$ cat src/rtl/xlb_pkg.sv
package xlb_pkg;
  typedef enum logic [1:0] {
    ACC_READ  = 2'b00,
    ACC_WRITE = 2'b01,
    ACC_FETCH = 2'b10,
    ACC_SPARE = 2'b11
  } acc_kind_e;

  typedef enum logic [1:0] {
    PERM_RO  = 2'b00,
    PERM_RW  = 2'b01,
    PERM_XO  = 2'b10,
    PERM_RWX = 2'b11
  } perm_e;

  function automatic logic perm_ok(input logic [1:0] perm, input logic [1:0] kind);
    case (kind)
      ACC_WRITE: perm_ok = perm[0];
      ACC_FETCH: perm_ok = perm[1];
      default:   perm_ok = (perm != PERM_XO);
    endcase
  endfunction
endpackage

$ cat src/rtl/xlb_match.sv
module xlb_match #(
  parameter int ENTRIES = 8,
  parameter int VPN_W   = 20,
  localparam int IDX_W  = (ENTRIES > 1) ? $clog2(ENTRIES) : 1
) (
  input  logic [VPN_W-1:0]              vpn,
  input  logic [ENTRIES-1:0][VPN_W-1:0] tags,
  input  logic [ENTRIES-1:0]            vld,
  output logic                          hit_any,
  output logic [IDX_W-1:0]              hit_idx
);
  logic [ENTRIES-1:0] hit_vec;

  for (genvar g = 0; g < ENTRIES; g++) begin : g_cmp
    assign hit_vec[g] = vld[g] && (tags[g] == vpn);
  end

  always_comb begin
    hit_idx = '0;
    for (int i = 0; i < ENTRIES; i++)
      if (hit_vec[i]) hit_idx = hit_idx | IDX_W'(i);
  end

  assign hit_any = |hit_vec;
endmodule

$ cat src/rtl/xlb_victim.sv
module xlb_victim #(
  parameter int ENTRIES = 8,
  localparam int IDX_W  = (ENTRIES > 1) ? $clog2(ENTRIES) : 1
) (
  input  logic               clk,
  input  logic               rst,
  input  logic [ENTRIES-1:0] vld,
  input  logic               fill_go,
  output logic [IDX_W-1:0]   idx
);
  logic [IDX_W-1:0] rr_q;
  logic [IDX_W-1:0] free_idx;
  logic             free_any;

  always_comb begin
    free_any = 1'b0;
    free_idx = '0;
    for (int i = ENTRIES - 1; i >= 0; i--)
      if (!vld[i]) begin
        free_any = 1'b1;
        free_idx = IDX_W'(i);
      end
  end

  assign idx = free_any ? free_idx : rr_q;

  always_ff @(posedge clk) begin
    if (rst) rr_q <= '0;
    else if (fill_go && !free_any)
      rr_q <= (rr_q == IDX_W'(ENTRIES - 1)) ? '0 : rr_q + 1'b1;
  end

  AST_VICTIM_FREE: assert property (@(posedge clk) disable iff (rst)
    (!(&vld)) |-> !vld[idx]);
endmodule

$ cat src/rtl/xlate_buf.sv
module xlate_buf #(
  parameter int ENTRIES = 8,
  parameter int VPN_W   = 20,
  parameter int PFN_W   = 20,
  parameter int OFS_W   = 12,
  localparam int VA_W   = VPN_W + OFS_W,
  localparam int PA_W   = PFN_W + OFS_W,
  localparam int IDX_W  = (ENTRIES > 1) ? $clog2(ENTRIES) : 1
) (
  input  logic             clk,
  input  logic             rst,
  input  logic             req_valid,
  input  logic [VA_W-1:0]  req_vaddr,
  input  logic [1:0]       req_kind,
  output logic             rsp_hit,
  output logic             rsp_miss,
  output logic             rsp_fault,
  output logic [PA_W-1:0]  rsp_paddr,
  output logic             rsp_ref,
  output logic             rsp_mod,
  input  logic             fill_valid,
  input  logic [VPN_W-1:0] fill_vpn,
  input  logic [PFN_W-1:0] fill_pfn,
  input  logic [1:0]       fill_prot,
  input  logic             flush
);
  import xlb_pkg::*;

  logic [ENTRIES-1:0][VPN_W-1:0] tag_q;
  logic [ENTRIES-1:0][PFN_W-1:0] pfn_q;
  logic [ENTRIES-1:0][1:0]       perm_q;
  logic [ENTRIES-1:0]            vld_q, ref_q, mod_q;

  logic             hit_any, allow, fill_go;
  logic [IDX_W-1:0] hit_idx, fill_idx;
  logic [VPN_W-1:0] req_vpn;
  logic [OFS_W-1:0] req_ofs;

  assign req_vpn = req_vaddr[VA_W-1:OFS_W];
  assign req_ofs = req_vaddr[OFS_W-1:0];
  assign fill_go = fill_valid && !flush;

  xlb_match #(.ENTRIES(ENTRIES), .VPN_W(VPN_W)) u_match (
    .vpn(req_vpn), .tags(tag_q), .vld(vld_q),
    .hit_any(hit_any), .hit_idx(hit_idx)
  );

  xlb_victim #(.ENTRIES(ENTRIES)) u_victim (
    .clk(clk), .rst(rst), .vld(vld_q), .fill_go(fill_go), .idx(fill_idx)
  );

  assign allow = perm_ok(perm_q[hit_idx], req_kind);

  // Registered lookup result
  always_ff @(posedge clk) begin
    if (rst) begin
      rsp_hit   <= 1'b0;
      rsp_miss  <= 1'b0;
      rsp_fault <= 1'b0;
      rsp_paddr <= '0;
      rsp_ref   <= 1'b0;
      rsp_mod   <= 1'b0;
    end else begin
      rsp_hit   <= req_valid && hit_any && allow;
      rsp_fault <= req_valid && hit_any && !allow;
      rsp_miss  <= req_valid && !hit_any;
      rsp_paddr <= (req_valid && hit_any && allow) ? {pfn_q[hit_idx], req_ofs} : '0;
      rsp_ref   <= req_valid && hit_any && ref_q[hit_idx];
      rsp_mod   <= req_valid && hit_any && mod_q[hit_idx];
    end
  end

  // Entry state: flush, status update, refill (refill last so it wins)
  always_ff @(posedge clk) begin
    if (rst) begin
      vld_q <= '0;
      ref_q <= '0;
      mod_q <= '0;
    end else if (flush) begin
      vld_q <= '0;
    end else begin
      if (req_valid && hit_any && allow) begin
        ref_q[hit_idx] <= 1'b1;
        if (req_kind == ACC_WRITE) mod_q[hit_idx] <= 1'b1;
      end
      if (fill_go) begin
        vld_q[fill_idx] <= 1'b1;
        ref_q[fill_idx] <= 1'b0;
        mod_q[fill_idx] <= 1'b0;
      end
    end
  end

  // Payload storage: no reset needed
  always_ff @(posedge clk) begin
    if (fill_go) begin
      tag_q[fill_idx]  <= fill_vpn;
      pfn_q[fill_idx]  <= fill_pfn;
      perm_q[fill_idx] <= fill_prot;
    end
  end

  AST_ONE_RESULT: assert property (@(posedge clk) disable iff (rst)
    (rsp_hit || rsp_miss || rsp_fault) |-> $onehot({rsp_hit, rsp_miss, rsp_fault}));
  AST_IDLE_QUIET: assert property (@(posedge clk) disable iff (rst)
    !req_valid |=> !(rsp_hit || rsp_miss || rsp_fault));
  AST_MISS_ZERO: assert property (@(posedge clk) disable iff (rst)
    rsp_miss |-> (rsp_paddr == '0));
  AST_FAULT_ZERO: assert property (@(posedge clk) disable iff (rst)
    rsp_fault |-> (rsp_paddr == '0));
  AST_OFFSET_KEPT: assert property (@(posedge clk) disable iff (rst)
    req_valid |=> (!rsp_hit || rsp_paddr[OFS_W-1:0] == $past(req_ofs)));
  AST_FLUSH_MISS: assert property (@(posedge clk) disable iff (rst)
    flush |=> (req_valid |=> rsp_miss));
endmodule

$ cat config.mk
export PLATFORM = sky130hd
export DESIGN_NAME = xlate_buf
export DESIGN_NICKNAME = d
export VERILOG_FILES = /design/src/rtl/xlb_pkg.sv /design/src/rtl/xlb_match.sv /design/src/rtl/xlb_victim.sv /design/src/rtl/xlate_buf.sv
export SDC_FILE = /design/constraint.sdc
export NUM_CORES = 1
export LEC_CHECK = 0
export CAP_MARGIN = 20
export CORE_ASPECT_RATIO = 0.8
export CORE_MARGIN = 2
export CORE_UTILIZATION = 45
export DETAILED_ROUTE_END_ITERATION = 8
export HOLD_SLACK_MARGIN = 0.06
export PLACE_DENSITY_LB_ADDON = 0.12
export SLEW_MARGIN = 40
export SYNTH_ARGS = -nofsm -noshare
export SYNTH_HDL_FRONTEND = slang
export SYNTH_SLANG_ARGS = --single-unit
$ cat constraint.sdc
create_clock -name clk -period 5.6 [get_ports clk]
set_input_delay 0.56 -clock clk [delete_from_list [all_inputs] [get_ports clk]]
set_output_delay 0.56 -clock clk [all_outputs]
set_load 0.005 [all_outputs]
==> reports/results.txt, run 1 <==
The count of unique library cells instantiated by Yosys is 69. Library cell with the highest instance count after synthesis: edfxtp_1. Once layout is done, the placed cells without fillers occupy 0.01895 mm2. The run gives 9151 as the detailed-route via count.

The final count of hold timing violations was 0. The register area was 0.01137 mm2; the maximum clock frequency was 218.0 MHz. The logic gate share of total power is 0.042. Entering global routing, the biggest net connects 45 pins. The initialized floorplan defines 61 standard-cell rows. Counting along the longest clock path gives a buffer depth of 3.

After clock tree synthesis, the repair step resized 0 gates. The congestion estimate from routability-driven global placement came to 0.8819. The run gives 0.523 as the portion of total power attributed to sequential cells. After detailed placement, the total cell area comes to 0.01759 mm2. The run finished with clean final reports. The post-synthesis to final-layout area growth was 19.68%; the data required time at the worst endpoint was 6010 ps. The via count of the first global-routing pass is 8522, and the final routed wire length divided by cell count is 24.13 um. After layout, the minimum clock period comes to 4587 ps. The count of non-filler cells in the finished layout was 1660. The worst hold-check path type was flop to flop. Summed over all failing endpoints, the final setup total negative slack is 0 ps. The sequential cell area fraction in the yosys report was 0.7180. The core outline area is 0.03473 mm2. In the routed layout, each cell is associated on average with a via count of 5.513. STA classifies the critical path endpoint as a flop. After synthesis the netlist holds a flip-flop and latch count of 400. The share of synthesized flip-flops with an asynchronous set or reset came out at 0.

The tools report the relative slew slack as 0.4756. The worst-case vdd ir drop was 0.0001748 V; the minimum hold slack was 454.7 ps. Cell internal power was estimated by the tool at 4.930 mW. The repair_antennas step left the layout with diodes totalling 0. The global-route usage over all layers is 0.2214, and the number of levels in the clock H-tree is 2. The pre-antenna-repair detailed-routing pass consisted of 6 iterations.

The leakage power of the design was 6.230 nW. The overall power after layout was 6.204 mW. The worst setup path is launched from an input pin. The setup skew after layout came out at 21.70 ps.

The fraction of the cycle the final worst path needs was 0.8191. The standard cell with the maximum stage delay on the critical path was clkdlybuf4s50_1. The switching portion of total power is 0.2053. The floorplan step defined a die boundary enclosing 0.03672 mm2. Clock-pin slew was measured on the worst setup and hold paths at 60 ps. The I/O pin count is 118. The logs give 0.004130 mm2 for the multi-input combinational cell area and 0.01584 mm2 for the mapped cell area. In the routed design, unresolved DRC markers number 0. CTS saw 400 sinks. The largest single stage delay on the critical path is 660 ps. The total placed cells including tap cells is 1585, and the overflow left after global routing is 0. The tools report the gate count after technology mapping as 1014. The buffer and inverter count on the worst path is 2.

Count of flip-flops with a built-in enable after synthesis: 336. The most used flip-flop cell after synthesis is edfxtp_1. By area the synthesized netlist is led by edfxtp_1, dfxtp_1, xor2_1. The wire length of the first global-routing pass was 58.06 mm; the largest fanout on the critical path was 33. Setup repair after global routing left no endpoint under its margin. Walking the worst path, the cells encountered are clkdlybuf4s50_1, xnor2_1, nand4_1, or4_1, o22ai_2, nor3b_4, a22oi_1, and3_1, o31ai_4, buf_12, a21oi_1. Cell taking the most area after synthesis: edfxtp_1. The fraction of layout cells with a size suffix above 1 works out to 0.1212. The transition time at the pin with the least slew margin came out at 786.6 ps. Counting instances in the post-synthesis netlist gives the leading cell types as edfxtp_1, xor2_1, xnor2_1. Fill cells in the final layout number 2773. The post-CTS setup buffer count is 0, and the starting density of the core is 0.4560.

The average size of a mapped cell was 15.62 um2; the overall die height was 171.8 um. The floorplan die width came out at 213.7 um. The tools report the count of maximum capacitance violations as 0.

The number of hold buffers added after CTS was 0. Clock network fraction of design power: 0.434. TritonCTS built the clock tree. Synthesis produced a netlist with a net count of 1099. The classification of the worst setup path was input pin to flop. Clock buffer count from CTS: 41. Initial antenna violation count: 0. Once detail routing completed, the nets flagged for antenna violations numbered 0.

The data arrival time of the critical path was 4990 ps. During synthesis, Yosys emitted a total of 0 warnings. The tools report the half-perimeter wire length of the detailed placement result as 25.65 mm. The cell family contributing the most delay on the critical path is simple AND/OR/NAND/NOR gates. The tools report the switching power total as 1.274 mW. The total wire length is 40.05 mm. The share of the synthesized area in the top cell type is 0.6371, and the power density over cell area is 327.3 mW/mm2. The final-report max-slew violation count is 0.

For the worst-skew pair, the clock arrives at the later sink with an insertion delay of 540 ps. Total of buffers placed on input and output ports: 117. The tree is rooted in a clkbuf_16. The final count of negative-setup-slack endpoints came out at 0.

For this run, the post-layout net count is 1243. After the first detailed-routing iteration, the DRC count stood at 816.
[metrics by stage]
step,setup slack (ps),util
floorplan,1078,-
finish,1013,0.5458
CTS,1081,0.5446
global route,869.3,0.5458
global placement,616.9,0.5063
detailed placement,532.9,0.5065
[routing by layer]
layer,track usage,share of wire
met2,0.3060,0.41
met4,0.04589,0.015
met5,0,0
met1,0.3545,0.50
met3,0.04784,0.078
[sequential cells by signal, summed over array words and instances, names as in the netlist]
name	count
rsp_mod	1
rsp_paddr	32
ref_q	8
rsp_miss	1
perm_q	16
vld_q	8
rsp_fault	1
mod_q	8
tag_q	160
rsp_ref	1
u_victim.rr_q	3
rsp_hit	1
pfn_q	160
[path summary, 6_finish.rpt]
check                 from       endpoint  slack [ps]  cells past startpoint
max          req_vaddr[12]  rsp_paddr[31]        1010                     11
min               ref_q[4]       ref_q[4]         450                      2
max reg2reg      tag_q[80]  rsp_paddr[31]        1470                     10
min reg2reg       ref_q[4]       ref_q[4]         450                      2
[cell families (layout without fill, tap and decap cells)]
logic type,Yosys count,count (layout),share of synthesized area
xor gates and xnor gates,160,160,0.08849
muxes,21,21,0.01351
DFF,400,400,0.7180
AOI/OAI and AO/OA,158,158,0.08043
buffers and inverters,75,249,0.02520
adders and majority gates,4,4,0.003160
and+or+nand+nor,196,196,0.07119
[placed cells by master, fill, tap and decap left out, types with 5 or more instances in the layout]
master | Yosys | layout
or2_2 | 9 | 9
o311ai_0 | 9 | 9
a22o_1 | 11 | 11
clkinv_2 | 0 | 5
nor4_1 | 24 | 24
dfxtp_1 | 64 | 64
a21oi_2 | 7 | 7
clkbuf_16 | 0 | 42
clkbuf_1 | 15 | 12
xor2_1 | 87 | 87
edfxtp_1 | 336 | 336
a22oi_1 | 39 | 39
nand4_1 | 30 | 30
clkdlybuf4s50_1 | 0 | 117
a221oi_1 | 20 | 20
nor2_2 | 12 | 12
o22ai_1 | 8 | 8
o21a_1 | 8 | 8
a31oi_1 | 12 | 12
clkbuf_8 | 0 | 5
xnor2_1 | 73 | 73
nor3_1 | 13 | 9
a21oi_1 | 19 | 19
mux2i_1 | 18 | 18
buf_4 | 18 | 26
nand3_1 | 15 | 15
nand2_1 | 16 | 16
nor2_1 | 40 | 36
inv_1 | 29 | 29
[final cells by class]
type | instances | share of cell area
Sequential cell | 400 | 0.5999
Multi-Input combinational cell | 539 | 0.2179
Clock inverter | 14 | 0.008186
Tap cell | 472 | 0.03116
Timing Repair Buffer | 146 | 0.07539
Inverter | 30 | 0.005941
Clock buffer | 59 | 0.06146
[tightest hold or removal path, cell delays in order, from the launching register on]
cell and delay (ps):
dfxtp_1 310, inv_1 50, a21oi_1 50
[power groups by stage]
stage | clock (mW) | sequential (mW) | combinational [mW]
final | 2.69 | 3.25 | 0.263
after detailed placement | 0 | 3.31 | 0.258
after floorplan | 0 | 3.31 | 0.123
after global placement | 0 | 3.31 | 0.258
after CTS | 2.74 | 3.25 | 0.260
after global routing | 2.86 | 3.25 | 0.282
Note: power is estimated with default switching activity, not from simulation.
==> run 2, diff against run 1 <==
==> constraint.sdc (replaced) <==
create_clock -name clk -period 4.5 [get_ports clk]
set_input_delay 0.45 -clock clk [delete_from_list [all_inputs] [get_ports clk]]
set_output_delay 0.45 -clock clk [all_outputs]
set_load 0.005 [all_outputs]
==> reports/results.txt, run 2 (synthesized netlist as in run 1, its figures left out) <==
The standard cell with the maximum stage delay on the critical path is or4_1. STA puts the critical path data arrival time at 4310 ps. The nature of the critical path endpoint is a flop. After detailed placement, the total cell area comes to 0.01804 mm2. The area enclosed by the die boundary is 0.03672 mm2. The most frequent cell on the critical path is buf_4.

The routed design could run at a clock period as short as 3893 ps. The tools report the routability-driven placement congestion ratio as 0.9088. The starting density of the core was 0.4560; the fraction of layout cells with a size suffix above 1 was 0.1570.

Average via count per standard cell: 5.444. The depth of the worst register-to-register path is 12. The run gives 24.33 ps as the setup skew after layout. For the violation count after the first detailed-routing iteration, the log shows 930.

Leaving out fill and tap cells, the most frequent cells in the layout are edfxtp_1, clkdlybuf4s50_1, xor2_1. The final count of negative-setup-slack endpoints is 0, and the final cell utilization of the core is 0.5583. Most common library cell in the layout ignoring fill and taps: edfxtp_1. The portion of total power attributed to sequential cells is 0.518, and the fraction of the cycle the final worst path needs is 0.8652.

In this run the number of H-tree levels came out at 2. 118 I/O pins were placed. The first global-routing pass estimated 60.79 mm of wire. The number of nets in the final layout was 1293; the hold-fix buffer count after cts was 0. The data required time at the worst endpoint came out at 4920 ps. Along the worst path, the maximum fanout reaches 9. Switching portion of total power: 0.2032. From left edge to right edge, the die measures 213.7 um. No sink is reached through more buffers than the 3 on the longest clock path. The number of buffers and inverters on the critical path is 3.

The worst-case IR drop observed on VDD is 0.0002586 V. For the worst-skew pair, the clock arrives at the later sink with an insertion delay of 540 ps. After detailed routing, the total wire length is 41.36 mm. OpenSTA, run right after detailed placement, puts the worst setup slack at 138.3 ps. Overall die height: 171.8 um. The logs give 0.4448 for the relative slew slack and 0 for the post-CTS setup buffer count. Via count of the first global-routing pass: 9164.

The run finished with clean final reports. The final count of hold timing violations was 0; the biggest cell delay along the critical path was 670 ps. Grouping stages by cell kind, the critical path spends the most delay in compound AO/OA/AOI/OAI gates. The worst hold-check path type was flop to flop. After detailed routing, the average wire length per cell comes to 24.20 um.

The remaining routing DRC violations is 0. For the maximum number of pins on one net before global-route repair, the log shows 46. CTS saw 400 sinks. The half-perimeter wire length of the detailed placement result was 26.89 mm; the total of buffers placed on input and output ports was 117. The tools report the initial antenna violation count as 1. After clock tree synthesis, the clock-pin slew on the worst setup and hold paths is 70 ps.

Summed over all cells, the static leakage comes to 6.500 nW. The worst hold path was traced through 2 stages. The count of maximum capacitance violations was 0. The internal power came out at 6.214 mW. The floorplan has 61 rows. The tools report the minimum hold slack as 441.4 ps. The logic depth of the worst path, buffers included came out at 13.

STA classifies the critical path startpoint as an input pin. The tools report the clock network fraction of design power as 0.438. The root buffer cell chosen for the clock tree is clkbuf_16. Clock tree synthesis inserted a total of 41 buffers. For the overflow left after global routing, the log shows 0. The largest registers in the layout are pfn_q (160), tag_q (160), rsp_paddr (32).

The remaining number of nets flagged by the antenna check after routing is 0, and the logic gate share of total power is 0.044. Setup repair after global routing left no endpoint under its margin. TritonCTS built the clock tree. The run gives 0 as the final-report max-slew violation count. Across all setup checks in the final design, the least slack found is 606.7 ps. The critical path in this run is classified as input pin to flop. The detailed-route via count is 9304. Maximum clock frequency: 256.9 MHz. The core outline area was 0.03473 mm2; the transition time at the pin with the least slew margin was 832.8 ps.

Global-route usage over all layers: 0.2308. In this run the power density over the cells is 402.3 mW/mm2. Relative to the synthesized area, the layout overhead comes to 22.43%. For the number of detailed-route iterations in the first pass, the log shows 5. The analysis attributes to net switching a power of 1.585 mW. The critical path goes through clkdlybuf4s50_1, xnor2_1, nand4_1, or4_1, o22ai_2, buf_4, nor3_2, a22oi_1, and2_1, a31oi_4, buf_4, o311ai_0, a21oi_1.

Summing internal, switching and leakage power gives 7.799 mW. The total non-filler cell area in the finished layout was 0.01939 mm2; the post-cts resize count was 0.
[run 2: worst paths after layout]
| check | from | to | slack [ps] |
|---|---|---|---|
| max | req_vaddr[12] | ref_q[3] | 610 |
| min | ref_q[4] | ref_q[4] | 440 |
| max reg2reg | tag_q[81] | ref_q[3] | 790 |
| min reg2reg | ref_q[4] | ref_q[4] | 440 |
[run 2: layout make-up]
class	count	area [um2]
fillers	2878	15340
flip-flops and latches	400	11370
multi-input cells	539	4129
repair buffers	196	1839
clock buffers	51	1115
well taps	472	590.6
clock inverters	20	229.0
inverters	30	112.6
diodes	1	2.502
[run 2: stage by stage]
stage	TNS, ps	cells
floorplan	-116.2	1014
global placement	0	1637
detailed placement	0	1637
CTS	0	1708
global route	0	1709
finish	0	1709
[run 2: per-layer routing]
layer | track usage | part of all wire | up-vias
met3 | 0.04473 | 0.085 | 52
met1 | 0.3722 | 0.49 | 4613
met5 | 0 | 0 | -
li1 | - | - | 4265
met4 | 0.04952 | 0.017 | 0
met2 | 0.3193 | 0.41 | 374
[run 2: worst reg2reg max path, cell delays in order, from the launching register on]
cell      delay (ps)
edfxtp_1         380
xnor2_1          260
nand4_1          240
or4_1            670
o22ai_2          410
buf_4            230
nor3_2            70
a22oi_1          330
and2_1           230
a31oi_4          110
buf_4            190
o311ai_0         350
a21oi_1          130
[run 2: power groups by stage]
| stage | combinational, mW | sequential, mW | clock, mW |
|---|---|---|---|
| after global placement | 0.340 | 4.12 | 0 |
| after CTS | 0.344 | 4.04 | 3.47 |
| after floorplan | 0.153 | 4.12 | 0 |
| after global routing | 0.369 | 4.04 | 3.61 |
| after detailed placement | 0.341 | 4.12 | 0 |
| final | 0.343 | 4.04 | 3.42 |
==> run 3, diff against run 2 <==
--- a/config.mk
+++ b/config.mk
@@ -8,7 +8,7 @@
 export CAP_MARGIN = 20
 export CORE_ASPECT_RATIO = 0.8
 export CORE_MARGIN = 2
-export CORE_UTILIZATION = 45
+export CORE_UTILIZATION = 58
 export DETAILED_ROUTE_END_ITERATION = 8
 export HOLD_SLACK_MARGIN = 0.06
 export PLACE_DENSITY_LB_ADDON = 0.12
==> constraint.sdc (replaced) <==
create_clock -name clk -period 3.85 [get_ports clk]
set_input_delay 0.385 -clock clk [delete_from_list [all_inputs] [get_ports clk]]
set_output_delay 0.385 -clock clk [all_outputs]
set_load 0.005 [all_outputs]
==> reports/results.txt, run 3 (synthesized netlist as in run 1, its figures left out) <==
The tools report the data arrival time of the critical path as 4120 ps. The core outline area was 0.02703 mm2; the setup skew after layout was 16.33 ps. The flow ran to the end, and the final reports show no timing, DRC or antenna violations.

The endpoint identified for the worst register-to-register timing path is rsp_paddr[7]. For this design the ratio of total power to cell area is 459.3 mW/mm2. In this run the critical register-to-register path is launched from tag_q[145]. Relative to the synthesized area, the layout overhead comes to 24.75%. The fraction of layout cells with a size suffix above 1 works out to 0.1969. Measured in cells, the most critical reg-to-reg path has a length of 13.

Half-perimeter wire length of the detailed placement result: 25.61 mm. The global-route usage over all layers came out at 0.2808. The tools report the count of non-filler cells in the finished layout as 1660. The die is 151.8 um tall. The via count of the first global-routing pass is 9649. The floorplan die width works out to 188.7 um.

The tools report the wire length of the first global-routing pass as 58.91 mm. Static timing analysis puts the maximum clock frequency at 270.8 MHz. The data required time at the worst endpoint is 4280 ps, and the I/O pin count is 118. The logs give 2 for the number of levels in the clock H-tree and 1071 for the violation count after the first detailed-routing iteration.

The remaining number of nets flagged by the antenna check after routing was 0; the clock input transition at the sequential cells of the worst setup and hold paths was 60 ps. The final count of hold timing violations was 0; the total of buffers placed on input and output ports was 117. By startpoint and endpoint, the worst setup path is classified as input pin to flop. The relative slew slack is 0.4550, and the count of fill cells added during filler insertion is 1738.

TritonCTS built the clock tree. Final hold analysis gives a worst-case slack of 377.1 ps. The final routed wire length divided by cell count was 23.84 um; the average via count per standard cell was 5.925. The finished cells cover 0.01976 mm2. The tools report the clock buffer count from CTS as 39.

The largest registers in the layout are pfn_q (160), tag_q (160), rsp_paddr (32). The initial antenna violation count is 1. Across the run, the number of max-cap violations was 0.

Worst hold-check path type: input pin to flop. The first detailed-routing pass ran for 6 iterations. The root buffer cell chosen for the clock tree is clkbuf_16. The top cell types in the final layout, fill and taps aside, are edfxtp_1, buf_4, clkdlybuf4s50_1. Once placement completed, the tool counted placed cells totaling 1588. The tools report the nature of the critical path endpoint as a flop. The final count of negative-setup-slack endpoints was 0. End point of the critical path: rsp_paddr[7]. The logs give 400 for the number of sinks on the clock net and 0.02865 mm2 for the area enclosed by the die boundary. IR analysis of the VDD net gives a maximum drop of 0.0004517 V. The initialized floorplan defines 54 standard-cell rows.

For this run, design rule violations remaining after detail routing come to 0. The startpoint type of the worst setup path is an input pin. The largest fanout on the critical path works out to 24. The post-layout minimum cycle time works out to 3693 ps. The overflow left after global routing was 0.

After the last flow step, the layout net total stands at 1350. The placed instances occupy a cell area of 0.01842 mm2. The post-CTS setup buffer count was 0; the transition time at the pin with the least slew margin was 817.4 ps.

Setup slack of the worst register-to-register path: 340 ps. The total wire length is 39.58 mm. Maximum number of pins on one net before global-route repair: 45. The clock passes through at most 3 buffers.

The logs give 6.818 nW for the leakage power of the design and 0 for the final-report max-slew violation count. Setup repair after global routing left no endpoint under its margin. Post-route setup TNS: 0 ps. The tools report the origin of the worst setup path as req_vaddr[29].

Most common library cell in the layout ignoring fill and taps: edfxtp_1. For the clock latency at the later pin of the worst-skew pair, the log shows 540 ps. The fraction of the cycle the final worst path needs is 0.9592. The congestion estimate from routability-driven global placement came to 0.9171. The detailed-route via count was 9835; the starting density of the core was 0.5860.

The startpoint identified for the worst hold timing path is req_vaddr[1].
[run 3: how the worst min path moves through the flow]
stage,cells past startpoint,end
final,3,rsp_paddr[1]
after global routing,3,rsp_paddr[1]
after floorplan,2,ref_q[4]
after CTS,3,rsp_paddr[1]
after global placement,2,ref_q[4]
after detailed placement,2,ref_q[4]
[run 3: report_power, final]
part / internal [mW] / switching [mW] / leakage [nW]
clock: 2.32 / 1.58 / 0.647
sequential: 4.71 / 0.00830 / 3.55
combinational: 0.202 / 0.241 / 2.62
total: 7.24 / 1.83 / 6.82
[run 3: layout make-up]
class                   instances  area, um2  share of cell area
diodes                          1      2.502           0.0001267
clock buffers                  51       1082             0.05479
clock inverters                20      236.5             0.01197
well taps                     364      455.4             0.02305
repair buffers                255       2357              0.1193
inverters                      30      112.6            0.005700
multi-input cells             539       4138              0.2094
flip-flops and latches        400      11370              0.5756
[run 3: per-layer routing]
layer | vias to the layer above | GRT usage | wire, um
met5 | - | 0 | 0
met4 | 0 | 0.05859 | 457
met3 | 41 | 0.06840 | 4503
met2 | 543 | 0.4048 | 16900
met1 | 4866 | 0.4360 | 17720
li1 | 4385 | - | -
[run 3: metrics by stage]
step                      power (mW)  setup WS (ps)    util
after floorplan                4.995         -671.8       -
after global placement         5.242         -157.4  0.6815
after detailed placement       5.249         -237.8  0.6815
after CTS                      9.113          284.2  0.7303
after global routing           9.313          28.02  0.7310
final                          9.074          156.9  0.7310
[run 3: worst max-delay path, cell delays in order]
cell	delay, ps
clkdlybuf4s50_1	520
buf_4	200
xnor2_1	410
nand4_1	280
or4_4	510
o22ai_4	220
nor3b_4	90
a22oi_2	200
nor2_1	90
a221oi_4	360
a21boi_4	120
o31ai_4	300
buf_12	260
buf_12	150
nor2_2	30
[run 3: timing repair]
item | CTS | global route
setup endpoints to repair | 0 | 1
resized for setup | 0 | 2
hold buffers | 0 | 0
